### src/rtl/rt_timer_pkg.sv
package rt_timer_pkg;

  typedef enum logic [2:0] {
    SEL_RELOAD,
    SEL_COUNT,
    SEL_CTRL,
    SEL_STAT,
    SEL_FLAG,
    SEL_NONE
  } rt_sel_e;

  // Address decode: reload bytes, count bytes, then control, status, flag.
  function automatic rt_sel_e rt_decode(input int unsigned a, input int unsigned nbytes);
    if (a < nbytes)                return SEL_RELOAD;
    else if (a < 2 * nbytes)       return SEL_COUNT;
    else if (a == 2 * nbytes)      return SEL_CTRL;
    else if (a == 2 * nbytes + 1)  return SEL_STAT;
    else if (a == 2 * nbytes + 2)  return SEL_FLAG;
    else                           return SEL_NONE;
  endfunction

endpackage

### src/rtl/rt_regs.sv
module rt_regs
  import rt_timer_pkg::*;
#(
  parameter int DATA_W    = 8,
  parameter int NUM_BYTES = 2,
  parameter int ADDR_W    = 3,
  localparam int CNT_W    = DATA_W * NUM_BYTES
) (
  input  logic              clk,
  input  logic              rst_n,
  input  logic              wr_en,
  input  logic [ADDR_W-1:0] addr,
  input  logic [DATA_W-1:0] wdata,
  output logic [CNT_W-1:0]  reload_val,
  output logic              enable,
  output logic              en_rise,
  output logic              stat_wr,
  output logic              flag_clr_wr
);

  rt_sel_e sel;
  logic    ctrl_wr;

  assign sel         = rt_decode(32'(addr), NUM_BYTES);
  assign ctrl_wr     = wr_en && (sel == SEL_CTRL);
  assign en_rise     = ctrl_wr && wdata[0] && !enable;
  assign stat_wr     = wr_en && (sel == SEL_STAT);
  assign flag_clr_wr = wr_en && (sel == SEL_FLAG) && !wdata[0];

  always_ff @(posedge clk) begin
    if (!rst_n)       enable <= 1'b0;
    else if (ctrl_wr) enable <= wdata[0];
  end

  for (genvar g = 0; g < NUM_BYTES; g++) begin : g_rel
    logic [DATA_W-1:0] byte_q;
    always_ff @(posedge clk) begin
      if (!rst_n)
        byte_q <= '0;
      else if (wr_en && (sel == SEL_RELOAD) && (32'(addr) == g))
        byte_q <= wdata;
    end
    assign reload_val[g*DATA_W +: DATA_W] = byte_q;
  end

endmodule

### src/rtl/rt_core.sv
module rt_core #(
  parameter int CNT_W = 16
) (
  input  logic             clk,
  input  logic             rst_n,
  input  logic             tick,
  input  logic             enable,
  input  logic             en_rise,
  input  logic [CNT_W-1:0] reload_val,
  output logic [CNT_W-1:0] count,
  output logic             dec_evt,
  output logic             zero_evt,
  output logic             reload_evt
);

  logic wrap_q;
  logic active;

  function automatic logic [CNT_W-1:0] f_dec(input logic [CNT_W-1:0] c);
    return c - CNT_W'(1);
  endfunction

  function automatic logic f_reaches_zero(input logic [CNT_W-1:0] c);
    return (c == CNT_W'(1)) || (c == '0);
  endfunction

  assign active     = enable && tick && !en_rise;
  assign reload_evt = active && wrap_q;
  assign zero_evt   = active && !wrap_q && f_reaches_zero(count);
  assign dec_evt    = active && !wrap_q && (count != '0);

  always_ff @(posedge clk) begin
    if (!rst_n) begin
      count  <= '0;
      wrap_q <= 1'b0;
    end else if (en_rise || reload_evt) begin
      count  <= reload_val;
      wrap_q <= 1'b0;
    end else begin
      if (dec_evt)  count  <= f_dec(count);
      if (zero_evt) wrap_q <= 1'b1;
    end
  end

endmodule

### src/rtl/rt_flag.sv
module rt_flag (
  input  logic clk,
  input  logic rst_n,
  input  logic zero_evt,
  input  logic stat_wr,
  input  logic flag_clr_wr,
  output logic pending
);

  always_ff @(posedge clk) begin
    if (!rst_n)                      pending <= 1'b0;
    else if (zero_evt)               pending <= 1'b1;
    else if (stat_wr || flag_clr_wr) pending <= 1'b0;
  end

endmodule

### src/rtl/rt_interval_timer.sv
module rt_interval_timer
  import rt_timer_pkg::*;
#(
  parameter int DATA_W    = 8,
  parameter int NUM_BYTES = 2,
  parameter int ADDR_W    = 3
) (
  input  logic              clk,
  input  logic              rst_n,
  input  logic              tick_i,
  input  logic              wr_en_i,
  input  logic [ADDR_W-1:0] addr_i,
  input  logic [DATA_W-1:0] wdata_i,
  output logic [DATA_W-1:0] rdata_o,
  output logic              irq_o
);

  localparam int CNT_W = DATA_W * NUM_BYTES;

  logic [CNT_W-1:0] reload_val;
  logic [CNT_W-1:0] count;
  logic             enable, en_rise, stat_wr, flag_clr_wr;
  logic             dec_evt, zero_evt, reload_evt, pending;
  rt_sel_e          rd_sel;

  rt_regs #(.DATA_W(DATA_W), .NUM_BYTES(NUM_BYTES), .ADDR_W(ADDR_W)) regs_i (
    .clk(clk), .rst_n(rst_n), .wr_en(wr_en_i), .addr(addr_i), .wdata(wdata_i),
    .reload_val(reload_val), .enable(enable), .en_rise(en_rise),
    .stat_wr(stat_wr), .flag_clr_wr(flag_clr_wr)
  );

  rt_core #(.CNT_W(CNT_W)) core_i (
    .clk(clk), .rst_n(rst_n), .tick(tick_i), .enable(enable), .en_rise(en_rise),
    .reload_val(reload_val), .count(count), .dec_evt(dec_evt),
    .zero_evt(zero_evt), .reload_evt(reload_evt)
  );

  rt_flag flag_i (
    .clk(clk), .rst_n(rst_n), .zero_evt(zero_evt), .stat_wr(stat_wr),
    .flag_clr_wr(flag_clr_wr), .pending(pending)
  );

  assign irq_o  = pending;
  assign rd_sel = rt_decode(32'(addr_i), NUM_BYTES);

  always_comb begin
    rdata_o = '0;
    unique case (rd_sel)
      SEL_CTRL: rdata_o[0] = enable;
      SEL_STAT: rdata_o[0] = pending;
      SEL_FLAG: rdata_o[0] = pending;
      SEL_RELOAD, SEL_COUNT: begin
        for (int b = 0; b < NUM_BYTES; b++) begin
          if (32'(addr_i) == b)             rdata_o = reload_val[b*DATA_W +: DATA_W];
          if (32'(addr_i) == NUM_BYTES + b) rdata_o = count[b*DATA_W +: DATA_W];
        end
      end
      default: rdata_o = '0;
    endcase
  end

endmodule

### config.mk
export PLATFORM = sky130hd
export DESIGN_NAME = rt_interval_timer
export DESIGN_NICKNAME = d
export VERILOG_FILES = /design/src/rtl/rt_timer_pkg.sv /design/src/rtl/rt_regs.sv /design/src/rtl/rt_core.sv /design/src/rtl/rt_flag.sv /design/src/rtl/rt_interval_timer.sv
export SDC_FILE = /design/constraint.sdc
export NUM_CORES = 1
export LEC_CHECK = 0
export BUFFER_PORTS_ARGS = -buffer_cell sky130_fd_sc_hd__buf_4
export CAP_MARGIN = 5
export CELL_PAD_IN_SITES_DETAIL_PLACEMENT = 0
export CELL_PAD_IN_SITES_GLOBAL_PLACEMENT = 1
export CORE_UTILIZATION = 39
export CTS_CLUSTER_DIAMETER = 120
export DETAILED_ROUTE_END_ITERATION = 12
export HOLD_SLACK_MARGIN = 0.06
export PLACE_DENSITY_LB_ADDON = 0.1
export SETUP_SLACK_MARGIN = 0.15
export SLEW_MARGIN = 25
export SYNTH_ARGS = -nofsm -noshare
export SYNTH_HDL_FRONTEND = slang
export SYNTH_SLANG_ARGS = --single-unit
export TNS_END_PERCENT = 1
### constraint.sdc
create_clock -name clk -period 2.3 [get_ports clk]
set_clock_uncertainty 0.15 [all_clocks]
set_input_delay 0.46 -clock clk [delete_from_list [all_inputs] [get_ports clk]]
set_output_delay 0.46 -clock clk [all_outputs]
set_load 0.02 [all_outputs]
==> results.json <==
{
  "status": "finished clean",
  "yosysMostFrequentCell": "dfxtp_1",
  "syn_nets": 242,
  "antenna_found_initial": 0,
  "dieHeight_um": 72.97,
  "yosysUniqueCellTypes": 46,
  "ys_ff_latch": 35,
  "routed_wl_um": 5787,
  "coreArea_um2": 4786,
  "ys_async_sr_fraction": 0,
  "grt_max_degree": 33,
  "synth_edf_count": 0,
  "wl_per_cell_um": 17.33,
  "cellPowerDensity_nw_per_um2": 552.3,
  "yosysWarningCount": 0,
  "placementRows": 25,
  "cts_root_buffer": "clkbuf_8",
  "worst_ep_required_time_ns": 2.37,
  "fmax_ghz": 0.4576,
  "setup_ws_ns": 0.1147,
  "fin_total_pwr_w": 0.001390,
  "ys_seq_area_frac": 0.3567,
  "drt_first_pass_iters": 4,
  "cp-end-kind": "flop",
  "dp_hpwl_um": 4181,
  "h-tree-depth": 2,
  "place_congestion": 0.8437,
  "portBuffers": 23,
  "min_period_ns": 2.185,
  "nets": 284,
  "cts_hold_buffers": 0,
  "area_delta_synth_final_pct": 28.15,
  "dp_slack_ns": 0.06747,
  "drive_gt1_frac": 0.2734,
  "synthesis.area_um2": 1964,
  "floorplan.initialDensity": 0.4105,
  "die_x_um": 72.97,
  "cp_max_fo": 4,
  "vdd_ir_drop_max_v": 0.0002901,
  "grt_usage": 0.2341,
  "clock-sinks": 35,
  "relSlewSlack": 0.7004,
  "tightest_slew_ns": 0.4494,
  "cts_setup_buffers": 0,
  "dieArea_um2": 5325,
  "synth_top_area_frac": 0.3567,
  "finalSetupViolations": 0,
  "antenna_cells": 0,
  "clk_path_buf_depth": 2,
  "tritoncts": "built",
  "via_per_inst": 5.689,
  "min_path_type": "input pin to flop",
  "max_cap_violations": 0,
  "syn_inst": 224,
  "synthFlopType": "dfxtp_1",
  "crit_type": "flop to flop",
  "grt_pass1_wl_um": 9094,
  "drtIter0Drc": 142,
  "yosysTopAreaCell": "dfxtp_1",
  "netlist_top_cells_count": "35 x dfxtp_1, 33 x nand2_1, 22 x a21oi_1, 15 x nor2_1",
  "power.leakage_nw": 0.9806,
  "syn-mean-instance-area_um2": 8.770,
  "cts_made_buffers": 5,
  "grt_pass1_vias": 1693,
  "clk_pin_slew_worst_paths_ns": 0.07,
  "slew_viol_final": 0,
  "grt-ovfl-total": 0,
  "finalHoldViolations": 0,
  "vias": 1900,
  "clk_latency_ns": 0.29,
  "io_pins": 24,
  "worst-r2r-setup-slack_ns": 0.11,
  "startpoint_type": "flop",
  "drc_errors": 0,
  "drtAntennaViolNets": 0,
  "cp.arrival_ns": 2.25,
  "fin_crit_sh": 0.9501,
  "synthTopCellsByArea": "dfxtp_1 36%, mux4_2 8.0%, nand2_1 6.3%, a21oi_1 5.6%, mux2i_1 4.1%",
  "rsz0062_at_grt": "yes"
}
[critical path: stages, from the launching register on]
cell	delay, ns
dfxtp_2	0.33
inv_2	0.06
ha_4	0.15
nor4b_4	0.12
and4_1	0.22
or4_4	0.50
or4_4	0.42
a31oi_1	0.16
[final cells by class]
| type | count | area [um^2] |
|---|---|---|
| clock buffer | 6 | 72.57 |
| clock inverter | 2 | 60.06 |
| fill | 461 | 2268 |
| inverter | 5 | 18.77 |
| multi-input combinational | 174 | 1237 |
| sequential | 35 | 703.2 |
| tap | 67 | 83.83 |
| timing repair buffer | 45 | 341.6 |
[registers in the layout, summed over array words and instances, names as in the netlist]
name and flops:
flag_i.pending 1, core_i.count 16, regs_i.enable 1, regs_i.g_rel.byte_q 16, core_i.wrap_q 1
[through the flow]
| step | area, um^2 | std cells | hold WS, ns | setup TNS (ns) | util |
|---|---|---|---|---|---|
| 2_1_floorplan | 1994 | 224 | 0.2954 | -0.01391 | - |
| 6_report | 2517 | 334 | 0.2607 | 0 | 0.5260 |
| 3_3_place_gp | 2371 | 326 | 0.3237 | 0 | 0.4954 |
| 5_1_grt | 2517 | 334 | 0.2560 | 0 | 0.5260 |
| 4_1_cts | 2507 | 334 | 0.2537 | 0 | 0.5239 |
| 3_5_place_dp | 2371 | 326 | 0.3305 | 0 | 0.4954 |
[placed cells by master (no fill, tap or decap), types with 7 or more instances in the layout]
| master | n |
|---|---|
| a21oi_1 | 22 |
| nor2b_1 | 8 |
| buf_4 | 44 |
| dfxtp_1 | 33 |
| nand2_1 | 33 |
| mux4_2 | 7 |
| nor2_1 | 15 |
| mux2i_1 | 8 |
[logic make-up after synthesis]
family | count (synthesis) | share of synthesized area
muxes | 16 | 0.1344
AOI/OAI and AO/OA | 58 | 0.1898
buffers and inverters | 15 | 0.03249
xor gates and xnor gates | 1 | 0.004459
adders and majority gates | 3 | 0.01911
and+or+nand+nor | 96 | 0.2631
DFF | 35 | 0.3567
[where the power goes]
group          internal [W]  switching [W]  total, W
sequential         0.000613     0.00000732  0.000620
combinational     0.0000510      0.0000595  0.000110
clock              0.000433       0.000226  0.000660
[layer usage]
layer  vias to the layer above  share of wire  routed length [um]  global-route usage
li1                        925              -                   -                   -
met3                         5          0.059                 344             0.04144
met4                         0          0.012                  67             0.07190
met5                         -              0                   0                   0
met2                        67           0.48                2777              0.3821
met1                       903           0.45                2598              0.3155
[final timing paths]
check | start | endpoint | depth (start not counted)
setup / recovery | core_i.count[0] | core_i.count[12] | 7
hold / removal | rst_n | core_i.count[9] | 2
setup reg to reg | core_i.count[0] | core_i.count[12] | 7
hold reg to reg | regs_i.g_rel[0].byte_q[4] | regs_i.g_rel[0].byte_q[4] | 2
[repair_timing]
action,CTS,global route
hold endpoints to repair,0,0
resized for setup,1,2
endpoints found under the setup margin,5,9
gates cloned,0,0
pin swaps,2,3
No activity file was read; power rests on OpenSTA's default activity.
